==> src/rtl/pm1_pkg.sv <==
package pm1_pkg;
  localparam int unsigned FLG_TMR    = 0;
  localparam int unsigned FLG_GLOCK  = 5;
  localparam int unsigned FLG_PWRBTN = 8;
  localparam int unsigned FLG_RTC    = 10;

  localparam logic [15:0] FLG_MASK = (16'h1 << FLG_TMR) | (16'h1 << FLG_GLOCK) |
                                     (16'h1 << FLG_PWRBTN) | (16'h1 << FLG_RTC);

  typedef enum logic [3:0] {
    OFS_STS = 4'h0,
    OFS_EN  = 4'h2,
    OFS_CTL = 4'h4,
    OFS_TMR = 4'h8
  } pm_ofs_e;
endpackage

==> src/rtl/pm1_win_dec.sv <==
module pm1_win_dec #(
  parameter int ADDR_W = 16,
  parameter int WIN_LSB = 6,
  parameter int OFS_W = 4
) (
  input  logic [ADDR_W-1:0] io_addr,
  input  logic [ADDR_W-1:0] base,
  input  logic              win_en,
  output logic              hit,
  output logic [OFS_W-1:0]  ofs
);
  localparam logic [ADDR_W-1:0] BASE_MASK = ~((ADDR_W'(1) << WIN_LSB) - ADDR_W'(1));

  assign hit = win_en && ((io_addr & BASE_MASK) == (base & BASE_MASK));
  assign ofs = io_addr[OFS_W-1:0];
endmodule

==> src/rtl/pm1_tmr.sv <==
module pm1_tmr #(
  parameter int W = 24
) (
  input  logic         clk,
  input  logic         rst,
  input  logic         tick,
  output logic [W-1:0] count,
  output logic         top_flip
);
  assign top_flip = tick && (&count[W-2:0]);

  always_ff @(posedge clk) begin
    if (rst) count <= '0;
    else if (tick) count <= count + W'(1);
  end

  a_r9_tick_adv: assert property (@(posedge clk) disable iff (rst)
    tick |=> count == $past(count) + W'(1));
  a_r9_hold: assert property (@(posedge clk) disable iff (rst)
    !tick |=> $stable(count));
endmodule

==> src/rtl/pm1_evt_regs.sv <==
module pm1_evt_regs
  import pm1_pkg::*;
(
  input  logic        clk,
  input  logic        rst,
  input  logic        wr_sts,
  input  logic        wr_en,
  input  logic        wr_ctl,
  input  logic [15:0] wdata,
  input  logic        evt_pwrbtn,
  input  logic        evt_rtc,
  input  logic        evt_glock,
  input  logic        tmr_flip,
  output logic [15:0] sts_q,
  output logic [15:0] en_q,
  output logic [15:0] ctl_q,
  output logic        sci_q
);
  logic        pb_q, rtc_q, gl_q;
  logic [15:0] set_v, clr_v;

  always_comb begin
    set_v = '0;
    set_v[FLG_TMR]    = tmr_flip;
    set_v[FLG_GLOCK]  = evt_glock && !gl_q;
    set_v[FLG_PWRBTN] = evt_pwrbtn && !pb_q;
    set_v[FLG_RTC]    = evt_rtc && !rtc_q;
    clr_v = wr_sts ? wdata : '0;
  end

  always_ff @(posedge clk) begin
    if (rst) begin
      pb_q  <= 1'b0;
      rtc_q <= 1'b0;
      gl_q  <= 1'b0;
      sts_q <= '0;
      en_q  <= '0;
      ctl_q <= '0;
      sci_q <= 1'b0;
    end else begin
      pb_q  <= evt_pwrbtn;
      rtc_q <= evt_rtc;
      gl_q  <= evt_glock;
      sts_q <= ((sts_q & ~clr_v) | set_v) & FLG_MASK;
      if (wr_en)  en_q  <= wdata;
      if (wr_ctl) ctl_q <= wdata;
      sci_q <= |(sts_q & en_q & FLG_MASK);
    end
  end

  a_r7_pb_edge: assert property (@(posedge clk) disable iff (rst)
    (evt_pwrbtn && !pb_q) |=> sts_q[FLG_PWRBTN]);
  a_r6_w1c: assert property (@(posedge clk) disable iff (rst)
    (wr_sts && wdata[FLG_GLOCK] && !(evt_glock && !gl_q)) |=> !sts_q[FLG_GLOCK]);
  a_r6_unimpl_zero: assert property (@(posedge clk) disable iff (rst)
    (sts_q & ~FLG_MASK) == 16'h0);
  a_r11_no_enable: assert property (@(posedge clk) disable iff (rst)
    ((en_q & FLG_MASK) == 16'h0) |=> !sci_q);
endmodule

==> src/rtl/pm1_evt_tmr.sv <==
module pm1_evt_tmr
  import pm1_pkg::*;
#(
  parameter int ADDR_W = 16,
  parameter int WIN_LSB = 6,
  parameter int TMR_W = 24,
  parameter int DATA_W = 32
) (
  input  logic              clk,
  input  logic              rst,
  input  logic [ADDR_W-1:0] cfg_pm_base,
  input  logic              cfg_win_en,
  input  logic [ADDR_W-1:0] io_addr,
  input  logic              io_rd,
  input  logic              io_wr,
  input  logic              io_dw,
  input  logic [15:0]       io_wdata,
  output logic [DATA_W-1:0] io_rdata,
  output logic              io_rvalid,
  input  logic              evt_pwrbtn,
  input  logic              evt_rtc,
  input  logic              evt_glock,
  input  logic              tmr_tick,
  output logic              sci
);
  localparam int OFS_W = 4;

  logic             hit;
  logic [OFS_W-1:0] ofs;
  logic [TMR_W-1:0] tmr_cnt;
  logic             tmr_flip;
  logic [15:0]      sts, en, ctl;
  logic             wr16;
  logic [DATA_W-1:0] rd_mux;

  pm1_win_dec #(.ADDR_W(ADDR_W), .WIN_LSB(WIN_LSB), .OFS_W(OFS_W)) u_dec (
    .io_addr(io_addr), .base(cfg_pm_base), .win_en(cfg_win_en),
    .hit(hit), .ofs(ofs)
  );

  pm1_tmr #(.W(TMR_W)) u_tmr (
    .clk(clk), .rst(rst), .tick(tmr_tick), .count(tmr_cnt), .top_flip(tmr_flip)
  );

  assign wr16 = io_wr && hit && !io_dw;

  pm1_evt_regs u_regs (
    .clk(clk), .rst(rst),
    .wr_sts(wr16 && ofs == OFS_STS),
    .wr_en (wr16 && ofs == OFS_EN),
    .wr_ctl(wr16 && ofs == OFS_CTL),
    .wdata(io_wdata),
    .evt_pwrbtn(evt_pwrbtn), .evt_rtc(evt_rtc), .evt_glock(evt_glock),
    .tmr_flip(tmr_flip),
    .sts_q(sts), .en_q(en), .ctl_q(ctl), .sci_q(sci)
  );

  always_comb begin
    rd_mux = '0;
    if (io_dw) begin
      if (ofs == OFS_TMR) rd_mux = DATA_W'(tmr_cnt);
    end else begin
      case (ofs)
        OFS_STS: rd_mux = DATA_W'(sts);
        OFS_EN:  rd_mux = DATA_W'(en);
        OFS_CTL: rd_mux = DATA_W'(ctl);
        default: rd_mux = '0;
      endcase
    end
  end

  always_ff @(posedge clk) begin
    if (rst) begin
      io_rvalid <= 1'b0;
      io_rdata  <= '0;
    end else begin
      io_rvalid <= io_rd && hit;
      io_rdata  <= (io_rd && hit) ? rd_mux : '0;
    end
  end

  a_r2_miss_silent: assert property (@(posedge clk) disable iff (rst)
    (io_rd && !hit) |=> !io_rvalid);
  a_r2_miss_no_write: assert property (@(posedge clk) disable iff (rst)
    (io_wr && !hit) |=> $stable(en) && $stable(ctl));
  a_r5_dw_write_ignored: assert property (@(posedge clk) disable iff (rst)
    (io_wr && io_dw) |=> $stable(en) && $stable(ctl));
endmodule

==> config.mk <==
export PLATFORM = sky130hd
export DESIGN_NAME = pm1_evt_tmr
export DESIGN_NICKNAME = d
export VERILOG_FILES = /design/src/rtl/pm1_pkg.sv /design/src/rtl/pm1_win_dec.sv /design/src/rtl/pm1_tmr.sv /design/src/rtl/pm1_evt_regs.sv /design/src/rtl/pm1_evt_tmr.sv
export SDC_FILE = /design/constraint.sdc
export NUM_CORES = 1
export LEC_CHECK = 0
export CAP_MARGIN = 0
export CORE_MARGIN = 8
export CORE_UTILIZATION = 45
export CTS_CLUSTER_SIZE = 20
export DETAILED_ROUTE_END_ITERATION = 16
export PLACE_DENSITY = 0.76
export SYNTH_ARGS = -nofsm -noshare
export SYNTH_HDL_FRONTEND = slang
export SYNTH_HIERARCHICAL = 1
export SYNTH_SLANG_ARGS = --single-unit
==> constraint.sdc <==
create_clock -name clk -period 3.2 [get_ports clk]
set_input_delay 0.64 -clock clk [delete_from_list [all_inputs] [get_ports clk]]
set_output_delay 0.64 -clock clk [all_outputs]
set_load 0.02 [all_outputs]
; ---- Word-level counts from Yosys, hierarchy flattened
; Cells that the tools add are included.
[op_classes]
n_eq_ne = 4
reduce_logical = 19
n_mux = 4
add_sub_neg = 1
n_bitwise = 5
[ops]
columns = operator, count
row1 = $pmux 16 s3, 1
row2 = $mux 32, 1
row3 = $add 24x1->24 const B, 1
row4 = $mux 24, 1
row5 = $reduce_and 23->1, 1
row6 = $and 11x11->11, 2
row7 = $logic_and 1x1->1, 11
row8 = $mux 11, 1
row9 = $not 11->11, 1
row10 = $or 11x11->11, 1
row11 = $eq 10x10->1, 1
row12 = $eq 4x2->1 const B, 1
row13 = $eq 4x3->1 const B, 1
row14 = $eq 4x4->1 const B, 1
row15 = $logic_not 1->1, 4
row16 = $logic_not 4->1, 1
row17 = $reduce_or 4->1, 1
row18 = $reduce_or 2->1, 1
row19 = $not 1->1, 1
[word_totals]
output_inout_bits = 34
reg_bits = 97
inputBits = 58

; ---- Longest topological paths before layout
; Gate-level depths: netlist (run 1).
[logic_depth]
word_depth = 9
depth_mapped = 9
depth_no_buf = 7

; ---- Hierarchy
; The synthesis (run 1) kept the hierarchy.
[by_module_without_submodules]
columns = mod, instances, seq_area_each_um2, cells_each, area_each_um2
row1 = pm1_evt_regs, 1, 800.8, 142, 1534.0
row2 = pm1_evt_tmr, 1, 500.5, 127, 1292.5
row3 = pm1_tmr, 1, 480.5, 121, 1096.1
row4 = pm1_win_dec, 1, 0.0, 18, 145.1

; ---- Least setup slack after synthesis (run 1)
; No wires, ideal clock.
[synth_path]
path_kind = input port to flip-flop
from = in cfg_pm_base[10]
to = reg u_regs.en_q[10]
t_arrival_ns = 1.985
setup_time_ns = 0.128
slack_ns = 1.088
path_buffers = 2
cell_stages = 9
cell_sequence = xnor2_1 nand4_1 nor3_2 nand4b_1 nor3b_1 buf_6 buf_12 mux2i_1 nor2_1
[synth_between]
elab_chain_len = 5
[synth_lines]
columns = item, line
row1 = start: declaration, pm1_evt_tmr.sv:11  ; input logic [ADDR_W-1:0] cfg_pm_base,
row2 = $eq 10x10->1, pm1_win_dec.sv:14  ; assign hit = win_en && ((io_addr & BASE_MASK) == (base & BASE_MASK));
row3 = $logic_and 1x1->1, pm1_win_dec.sv:14
row4 = net hit, pm1_evt_tmr.sv:28  ; logic hit;
row5 = $logic_and 1x1->1 (2 in series), pm1_evt_tmr.sv:45  ; assign wr16 = io_wr && hit && !io_dw;
row6 = $logic_and 1x1->1, pm1_evt_tmr.sv:50  ; .wr_en (wr16 && ofs == OFS_EN),
row7 = end signal: assignment, pm1_evt_regs.sv:45  ; if (wr_en) en_q <= wdata;
row8 = end: declaration, pm1_evt_regs.sv:15  ; output logic [15:0] en_q,
; The timed path passes the listed nets, and every way through them passes these cells.
; A chain may end at the register's enable or synchronous reset.

; ---- Final worst setup path (run 1)
[layout_path]
from = in io_addr[10]
to = reg u_regs.en_q[9]
[layout_between]
elab_chain_len = 5
[layout_lines]
columns = item, line
row1 = start: declaration, pm1_evt_tmr.sv:13  ; input logic [ADDR_W-1:0] io_addr,
row2 = $eq 10x10->1, pm1_win_dec.sv:14
row3 = $logic_and 1x1->1, pm1_win_dec.sv:14
row4 = net hit, pm1_evt_tmr.sv:28
row5 = $logic_and 1x1->1 (2 in series), pm1_evt_tmr.sv:45
row6 = $logic_and 1x1->1, pm1_evt_tmr.sv:50
; The timed path passes the listed nets, and every way through them passes these cells.

==> metrics.md, run 1 <==
| Metric | Value |
|---|---|
| Outcome | completed |
| Reg clk slew, reported paths | 90 ps |
| Post-CTS sizing | 0 |
| Layout area overhead | 21.99% |
| First-pass iteration count of the detailed router | 4 |
| Slew HR | 56.63% |
| WS Path Type | primary input to flop |
| Ys flop type | dfxtp_1 |
| Crit path launch type | primary input |
| Multi-input logic area | 1964 um^2 |
| VDD IR max | 204.1 uV |
| Leading area contributor after synthesis | dfxtp_1 |
| Final Hold Fails | 0 |
| Async S/R FF share, synth | 0% |
| Die width | 111.1 um |
| Worst EP arrival | 2580 ps |
| Post-DP HPWL | 6475 um |
| Fin Setup TNS | 0 ps |
| Die Y | 111.1 um |
| Seq/Total Area, Yosys | 43.80% |
| Overall routed net length | 9186 um |
| Root buf cell | clkbuf_8 |
| Worst-skew pair later-pin latency | 360 ps |
| RD Place Congestion | 0.8024 |
| RSZ-0062 raised after global routing | no |
| Hold_buf cts | 0 |
| Final setup violation count | 0 |
| Num rows | 34 |
| First-pass GRT wire length | 15470 um |
| Sequential Area | 1782 um^2 |
| H-Tree Depth | 3 |
| Starting Density | 46.42% |
| Initial drt markers | 202 |
| Warnings, synthesis | 6 |
| R2r setup slk | 1310 ps |
| Die area | 12340 um^2 |
| MaxCap Viol Count | 0 |
| Post-route ant nets | 0 |
| CP required | 3420 ps |
| Initial antenna violation count | 0 |
| CTS tree | built |
| Total CTS buffers | 9 |
| DRC | 0 |
| Hold EP | u_tmr/count[23]$_SDFFE_PP0P_ |
| Number of synthesized flops with an enable pin | 0 |
| Core Box Area | 8763 um^2 |
| Final Non-Filler Cells | 582 |
| Cells after Synth | 408 |
| Placed Cells | 566 |
| HP Start | u_tmr/count[23]$_SDFFE_PP0P_ |
| I/O pin total | 92 |
| Avg Inst Size Synth | 9.970 um^2 |
| # fillers | 772 |
| Area fraction of the dominant cell type after synthesis | 43.80% |
| Syn Std Cell Area | 4068 um^2 |
| Fmax | 424.2 MHz |
| Pwr dens | 433.8 nW/um^2 |
| RR Startpoint | u_tmr/count[0]$_SDFFE_PP0P_ |
| Post-layout minimum cycle time | 2357 ps |
| Vias in the first global route | 3206 |
| Final core occ | 56.62% |
| Leakage power | 0.001817 uW |
| Antenna diode count | 0 |
| Grt ovf | 0 |
| CP Max Fanout | 16 |
| Largest net degree at the start of global routing | 66 |
| Post-synth cell types | 44 |
| Clock sink count | 89 |
| Postcts setup bufs | 0 |
| Final period utilization | 73.66% |
| Final hold slack | 489.4 ps |
| Worst hold path stage count | 2 |
| Top cell types by occurrence after synthesis | dfxtp_1 (89), mux2i_1 (49), nor2_1 (46) |
| Nets | 528 |
| Reg2reg end | u_tmr/count[22]$_SDFFE_PP0P_ |
| Clock Skew | 12.67 ps |
| Worst slew pin tran | 650.6 ps |
| Yosys reg bits | 89 |
| Vias | 3106 |
| CTS Buffer Depth | 2 |
| FF-to-FF path depth | 6 |
| Gr usage total | 15.01% |
| Port buffer count | 75 |
| Synth top area cells | dfxtp_1 (44%), mux2i_1 (12%), nand3_1 (4.9%), buf_4 (4.8%), nor2_1 (4.2%) |
| Most frequent cell after synthesis | dfxtp_1 |
| Via density per instance | 5.337 |
| Hold WC Path Type | flop to flop |
| Crit path capture type | flop |
| Post-DR wirelength/cell | 15.78 um |
| Fraction of layout instances using a drive strength above 1 | 10.13% |
| Max-slew violation count | 0 |
==> critical path, stage by stage <==
cell,delay [ps]
clkdlybuf4s50_1,480
xnor2_1,130
nand4_1,130
nor3_2,210
nand4b_1,190
nor3b_2,290
buf_12,210
mux2i_1,200
nor2_1,70
==> per-layer routing <==
layer  share of wire, %  vias to the layer above  GRT usage (%)
met5                  0                        -              0
met4                1.2                        0          4.889
met3                5.8                        8          5.249
met2                 51                       82          25.12
met1                 42                     1492          17.46
li1                   -                     1524              -
==> through the flow <==
step / area [um^2] / worst slack (ps) / power [uW]
2_1_floorplan: 4135 / 1088 / 1237
3_3_place_gp: 4728 / 505.9 / 1293
3_5_place_dp: 4728 / 401.6 / 1297
4_1_cts: 4962 / 795.1 / 2173
5_1_grt: 4962 / 737.9 / 2240
6_report: 4962 / 842.9 / 2153
==> worst max-delay path by stage <==
stage / start / to / cells after the start
final: io_addr[10] / u_regs/en_q[9]$_SDFFE_PP0P_ / 9
after global routing: io_addr[11] / u_regs/ctl_q[3]$_SDFFE_PP0P_ / 9
after detailed placement: io_addr[10] / u_regs/sts_q[0]$_SDFF_PP0_ / 8
after CTS: io_addr[10] / u_regs/sts_q[0]$_SDFF_PP0_ / 8
after global placement: io_addr[11] / io_rdata[5]$_SDFF_PP0_ / 7
after floorplan: cfg_pm_base[10] / u_regs/en_q[10]$_SDFFE_PP0P_ / 9
==> state kept, by name, indices dropped and copies added (netlist names) <==
signal	flops
io_rvalid	1
u_regs/sts_q	4
u_regs/sci_q	1
io_rdata	24
u_regs/rtc_q	1
u_regs/pb_q	1
u_tmr/count	24
u_regs/gl_q	1
u_regs/ctl_q	16
u_regs/en_q	16
==> cell type report <==
type / instances / area share [%]
sequential: 89 / 35.91
timing repair buffer: 82 / 16.84
inverter: 3 / 0.2269
multi-input combinational: 284 / 39.59
tap: 108 / 2.723
clock inverter: 6 / 1.942
clock buffer: 10 / 2.774
==> layout by cell type (no fill, tap or decap), drive strengths merged, types with 3 or more instances in the layout <==
cell type,count
dfxtp,89
clkdlybuf4s50,74
mux2i,49
nor2,46
nand3,41
conb,20
o211ai,16
a21oi,15
xnor2,14
and3,10
clkbuf,10
xor2,8
buf,8
nand4,7
o21ai,6
or3,6
inv,6
nand2,5
o31ai,5
or4,5
and4,5
nand2b,3
a21bo,3
nor2b,3
nor3,3
==> where the power goes <==
part           switching (uW)  total, uW  internal, uW
Clock                     410        882           472
Sequential               5.56       1120          1110
Combinational            66.7        151          84.0
==> cell families after synthesis <==
group | after synthesis | synth area share (%)
multiplexers | 49 | 12.06
XOR/XNOR | 22 | 4.737
flip-flops | 89 | 43.80
adder cells (fa/ha/maj) | 1 | 0.3075
other | 2 | 0.1846
AO/OA/AOI/OAI | 49 | 9.228
buffers and inverters | 53 | 9.813
AND/OR/NAND/NOR | 143 | 19.87
Note: power is estimated with default switching activity, not from simulation.
==> inputs of run 2 (changes only) <==
--- a/config.mk
+++ b/config.mk
@@ -10,7 +10,7 @@
 export CORE_UTILIZATION = 45
 export CTS_CLUSTER_SIZE = 20
 export DETAILED_ROUTE_END_ITERATION = 16
-export PLACE_DENSITY = 0.76
+export PLACE_DENSITY = 0.79
 export SYNTH_ARGS = -nofsm -noshare
 export SYNTH_HDL_FRONTEND = slang
 export SYNTH_HIERARCHICAL = 1
==> constraint.sdc (replaced) <==
create_clock -name clk -period 1.95 [get_ports clk]
set_input_delay 0.39 -clock clk [delete_from_list [all_inputs] [get_ports clk]]
set_output_delay 0.39 -clock clk [all_outputs]
set_load 0.02 [all_outputs]
==> run 2 against run 1 <==
Effect of this change: largest power group unchanged; sequential power is 64% higher; combinational power is 61% higher; count of clock-buffer cells in the layout stayed put; design area is 3.2% higher; critical path type unchanged; setup slack worse by 810 ps; via count is 3.7% higher; clock power is 67% higher; flip-flop and latch count stayed put.
==> metrics.md, run 2 (synthesis results as in run 1) <==
| Metric | Value |
|---|---|
| I/O pin total | 92 (unchanged) |
| Vias | 3222 (+3.7%) |
| Initial antenna violation count | 0 (unchanged) |
| Final Hold Fails | 0 (unchanged) |
| Post-route ant nets | 0 (unchanged) |
| Most common cell after layout, fill and taps aside | dfxtp_1 |
| Num rows | 34 (unchanged) |
| Multi-input logic area | 1973 um^2 (+0.45%) |
| Reg clk slew, reported paths | 90 ps (about the same) |
| Total CTS buffers | 9 (unchanged) |
| Hold WC Path Type | flop to flop |
| Placed Area | 4886 um^2 (+3.3%) |
| Port buffer count | 75 (unchanged) |
| Fmax | 522.7 MHz |
| Grt ovf | 0 (unchanged) |
| Clock Skew | 9.454 ps (-3.219 ps) |
| Biggest regs | io_rdata x24, u_tmr/count x24 |
| Outcome | completed |
| Via density per instance | 5.352 (+0.29%) |
| Total power draw | 3552 uW (+65%) |
| Crit path capture type | flop |
| CTS Buffer Depth | 2 (unchanged) |
| Post-DR wirelength/cell | 16.26 um (+3.0%) |
| Cells along the critical path | clkdlybuf4s15_1 > xnor2_1 > nand4_1 > nor3_2 > nand4b_1 > nor3b_4 > buf_4 > buf_12 > mux2i_1 > nor2_1 |
| Crit path max-delay cell type | nor3b_4 |
| Slew HR | 54.91% (-1.7 points) |
| Clock sink count | 89 (unchanged) |
| Vias in the first global route | 3339 (+4.1%) |
| CP Max Fanout | 8 (-8) |
| Crit-path max cell delay | 290 ps (-190 ps) |
| Leakage power | 0.001984 uW (+9.2%) |
| Core Box Area | 8763 um^2 (unchanged) |
| Pwr dens | 693.7 nW/um^2 (+60%) |
| Worst slew pin tran | 676.3 ps (+25.70 ps) |
| Initial drt markers | 222 (+9.9%) |
| Most frequent cells in the layout | dfxtp_1 (89), clkdlybuf4s50_1 (51), mux2i_1 (49) |
| Post-DP HPWL | 6847 um (+5.8%) |
| Antenna diode count | 0 (unchanged) |
| Max-slew violation count | 0 (unchanged) |
| DRC | 0 (unchanged) |
| CP required | 2160 ps (-1260 ps) |
| Overall routed net length | 9786 um (+6.5%) |
| Layout area overhead | 25.87% |
| Sequential Area | 1782 um^2 (unchanged) |
| H-Tree Depth | 3 (unchanged) |
| Hold_buf cts | 0 (unchanged) |
| VDD IR max | 369.3 uV (+81%) |
| Nets | 549 (+4.0%) |
| Worst EP arrival | 2130 ps (-450 ps) |
| Final hold slack | 481.7 ps (-7.666 ps) |
| Final Non-Filler Cells | 602 (+3.4%) |
| Die area | 12340 um^2 (unchanged) |
| MaxCap Viol Count | 0 (unchanged) |
| Crit path launch type | primary input |
| Gr usage total | 15.80% (+0.79 points) |
| Final setup violation count | 0 (unchanged) |
| Worst-skew pair later-pin latency | 350 ps (about the same) |
| First-pass iteration count of the detailed router | 5 (+1) |
| Crit-path leading delay family | simple AND/OR/NAND/NOR gates |
| CTS tree | built |
| First-pass GRT wire length | 16300 um (+5.4%) |
| Post-layout minimum cycle time | 1913 ps |
| Fraction of layout instances using a drive strength above 1 | 16.80% (+6.7 points) |
| Die Y | 111.1 um (unchanged) |
| RD Place Congestion | 0.8072 (+0.60%) |
| WS Path Type | primary input to flop |
| Cell area after layout | 5120 um^2 (+3.2%) |
| Die width | 111.1 um (unchanged) |
| Buf/Inv on CP | 3 (+1) |
| Final period utilization | 98.11% |
| Root buf cell | clkbuf_8 |
| Starting Density | 46.42% (unchanged) |
| # fillers | 736 (-4.7%) |
| Largest net degree at the start of global routing | 66 (unchanged) |
| Placed Cells | 582 (+2.8%) |
| Fin Setup TNS | 0 ps (unchanged) |
## run 2: cell count changes in the layout (fill, tap and decap cells not counted), sizes merged
cell	delta
dlymetal6s2s	+3
clkbuf	+15
clkinvlp	-1
clkdlybuf4s15	+5
inv	-2
buf	+21
clkdlybuf4s50	-23
bufinv	+1
clkinv	+1
## run 2: path summary, 6_finish.rpt
check                               from                           end  slack, ps  cells after the start
max                      cfg_pm_base[15]   u_regs/en_q[6]$_SDFFE_PP0P_         40                     10
min               u_regs/gl_q$_SDFF_PP0_    u_regs/sts_q[5]$_SDFF_PP0_        480                      2
max reg2reg  u_tmr/count[0]$_SDFFE_PP0P_  u_tmr/count[20]$_SDFFE_PP0P_        100                      6
min reg2reg       u_regs/gl_q$_SDFF_PP0_    u_regs/sts_q[5]$_SDFF_PP0_        480                      2
## run 2: what timing repair did
item | CTS | global route
resized for setup | 25 | 37
pin swaps | 13 | 17
cloned | 1 | 0
endpoints found under the setup margin | 33 | 33
setup buffers | 3 | 1
## run 2: where the power goes
part,switching (uW),internal (uW)
clock,624,847
combinational,115,128
sequential,9.18,1830
## run 2: routing by layer
metal	track usage, %	up-vias	share of wire (%)
met3	5.087	18	8.0
li1	-	1558	-
met5	0	-	0
met2	26.07	113	49
met4	7.022	0	2.5
met1	18.26	1533	40
## run 2: cell type report
type / count / area share (%)
timing repair buffer: 103 / 19.28
multi-input combinational: 284 / 38.54
inverter: 3 / 0.2199
tap: 108 / 2.639
clock inverter: 5 / 2.028
sequential: 89 / 34.80
clock buffer: 10 / 2.493
## run 2: tightest hold or removal path: stages (launching register included)
cell and delay [ps]:
dfxtp_1 310, nand2b_1 90, a21oi_1 50
## run 2: stage by stage
step / utilization, % / worst slack, ps
after floorplan: - / 87.57
after CTS: 58.82 / 1.623
after global routing: 58.42 / -49.05
after detailed placement: 55.75 / -552.0
final: 58.42 / 36.95
after global placement: 55.75 / -454.1
==> inputs of run 3 (changes only) <==
--- a/config.mk
+++ b/config.mk
@@ -10,6 +10,7 @@
 export CORE_UTILIZATION = 45
 export CTS_CLUSTER_SIZE = 20
 export DETAILED_ROUTE_END_ITERATION = 16
+export GPL_TIMING_DRIVEN = 0
 export PLACE_DENSITY = 0.79
 export SYNTH_ARGS = -nofsm -noshare
 export SYNTH_HDL_FRONTEND = slang
==> run 3 against run 2 <==
Effect of this change: first-iteration DRC count is 10% lower; maximum frequency is 2.8% higher; sequential share of layout area is 1.5 points lower; critical endpoint is now u_tmr/count[14]$_SDFFE_PP0P_.
==> metrics.md, run 3 (synthesis results as in run 1) <==
| Metric | Value |
|---|---|
| Outcome | completed |
| Initial antenna violation count | 0 (unchanged) |
| Via density per instance | 5.287 (-1.2%) |
| Crit path capture type | flop |
| Worst hold path stage count | 4 (+2) |
| DRC | 0 (unchanged) |
| Gr usage total | 16.71% (+0.91 points) |
| Starting Density | 46.42% (unchanged) |
| Fin Setup TNS | 0 ps (unchanged) |
| First-pass iteration count of the detailed router | 4 (-1) |
| Worst slew pin tran | 606.4 ps (-69.86 ps) |
| Net Sw Frac | 21.85% (+0.80 points) |
| Cell area after layout | 5356 um^2 (+4.6%) |
| Placed Area | 4981 um^2 (+1.9%) |
| Flop pwr share | 50.1% (-1.6 points) |
| Port buffer count | 71 (-5.3%) |
| Multi-input logic area | 2024 um^2 (+2.6%) |
| Final Hold Fails | 0 (unchanged) |
| Crit-path max cell delay | 390 ps (+100 ps) |
| Total CTS buffers | 9 (unchanged) |
| I/O pin total | 92 (unchanged) |
| Layout area overhead | 31.68% |
| Sw power | 802.7 uW (+7.3%) |
| Vias | 3331 (+3.4%) |
| Initial drt markers | 199 (-10%) |
| Final hold slack | 420.6 ps (-61.15 ps) |
| Die area | 12340 um^2 (unchanged) |
| Core Box Area | 8763 um^2 (unchanged) |
| Comb pwr share | 7.8% (+1.0 points) |
| Worst-skew pair later-pin latency | 360 ps (about the same) |
| Die width | 111.1 um (unchanged) |
| # fillers | 721 (-2.0%) |
| Antenna diode count | 0 (unchanged) |
| Pwr dens | 685.7 nW/um^2 (-1.2%) |
| Leakage power | 0.002140 uW (+7.9%) |
| Nets | 576 (+4.9%) |
| Internal | 2870 uW (+2.4%) |
| Grt ovf | 0 (unchanged) |
| Largest net degree at the start of global routing | 15 (-77%) |
| RD Place Congestion | 0.8184 (+1.4%) |
| Hold WC Path Type | primary input to flop |
| Biggest regs | io_rdata x24, u_tmr/count x24 |
| Worst EP arrival | 2150 ps (+20 ps) |
| Vias in the first global route | 3442 (+3.1%) |
| Most common cell after layout, fill and taps aside | dfxtp_1 |
| VDD IR max | 347.8 uV (-5.8%) |
| Clock share of power | 42.1% (+0.7 points) |
| Fmax | 537.4 MHz (+2.8%) |
| First-pass GRT wire length | 16890 um (+3.6%) |
| Post-DR wirelength/cell | 16.81 um (+3.4%) |
| R2r setup slk | 90 ps (about the same) |
| H-Tree Depth | 3 (unchanged) |
| Final setup violation count | 0 (unchanged) |
| Fraction of layout instances using a drive strength above 1 | 23.18% (+6.4 points) |
| Slew HR | 59.57% (+4.7 points) |
| Post-DP HPWL | 7599 um (+11%) |
| Most frequent cells in the layout | dfxtp_1 (88), mux2i_1 (49), clkdlybuf4s50_1 (48) |
| Overall routed net length | 10590 um (+8.2%) |
| CTS Buffer Depth | 2 (unchanged) |
| Post-route ant nets | 0 (unchanged) |
| CTS tree | built |
| Die Y | 111.1 um (unchanged) |
| RSZ-0062 raised after global routing | yes |
| Clock sink count | 89 (unchanged) |
| Clock Skew | 5.931 ps (-3.522 ps) |
| Placed Cells | 605 (+4.0%) |
| Post-layout minimum cycle time | 1861 ps (-52.21 ps) |
| CP required | 2240 ps (+80 ps) |
| Num rows | 34 (unchanged) |
| FF-to-FF path depth | 7 (+1) |
| Max-slew violation count | 0 (unchanged) |
| Crit path max-delay cell type | dfxtp_1 |
| Final period utilization | 95.43% (-2.7 points) |
| CP Max Fanout | 10 (+2) |
| Crit path launch type | flop |
| MaxCap Viol Count | 0 (unchanged) |
| Final Non-Filler Cells | 630 (+4.7%) |
| Root buf cell | clkbuf_8 |
| Reg clk slew, reported paths | 90 ps (about the same) |
| Cells along the critical path | ha_1 > and4_2 > buf_2 > nand4_1 > buf_4 > or3_1 > a21oi_1 |
| Sequential Area | 1783 um^2 (about the same) |
| WS Path Type | flop to flop |
| Total power draw | 3673 uW (+3.4%) |
## run 3: cell count changes in the layout (fill, tap and decap cells not counted), moves of 4 or more
cell	before	now
buf_4	20	33
xnor2_1	14	10
buf_2	1	9
xnor2_2	0	4
clkdlybuf4s15_1	5	0
buf_6	1	13
clkbuf_1	1	6
## run 3: critical path: cells and delay by family (launching register included)
family,cells,cell delay (ps)
compound gates,1,140
fa+ha+maj,1,180
buf+inv,2,380
flops,1,390
simple gates,3,710
## run 3: metal layers
layer  part of all wire [%]  global-route usage [%]
met3                    6.6                   5.087
met4                    2.1                   7.378
met5                      0                       0
met1                     42                   19.21
met2                     49                   27.94
## run 3: repair_timing
| item | CTS | global route |
|---|---|---|
| pin swaps | 18 | 16 |
| resized for setup | 46 | 46 |
| endpoints found under the setup margin | 50 | 40 |
| hold buffers | 0 | 0 |
| endpoints found under the hold margin | 0 | 0 |
| cloned | 2 | 0 |
| setup buffers | 7 | 1 |
## run 3: stage by stage
step	worst slack [ps]	util, %
finish	89.16	61.12
global placement	-598.0	56.84
CTS	3.238	61.01
floorplan	87.57	-
global route	-33.33	61.12
detailed placement	-716.1	56.84
## run 3: power by group through the flow
stage	clock, uW	sequential [uW]	combinational [uW]
after global routing	1640	1840	307
after global placement	0	1880	281
final	1550	1840	287
after CTS	1560	1840	277
after detailed placement	0	1880	286
after floorplan	0	1880	152
## run 3: area by class of cell
class | count | share of cell area (%)
Sequential cell | 89 | 33.29
Buffer | 50 | 7.311
Clock buffer | 11 | 2.640
Tap cell | 108 | 2.523
Timing Repair Buffer | 80 | 14.32
Clock inverter | 5 | 1.915
Multi-Input combinational cell | 284 | 37.79
Inverter | 3 | 0.2102
## run 3: final timing paths
kind                                  end                          from
max          u_tmr/count[14]$_SDFFE_PP0P_   u_tmr/count[1]$_SDFFE_PP0P_
min                io_rdata[6]$_SDFF_PP0_                    io_addr[1]
max reg2reg  u_tmr/count[14]$_SDFFE_PP0P_   u_tmr/count[1]$_SDFFE_PP0P_
min reg2reg  u_tmr/count[23]$_SDFFE_PP0P_  u_tmr/count[23]$_SDFFE_PP0P_
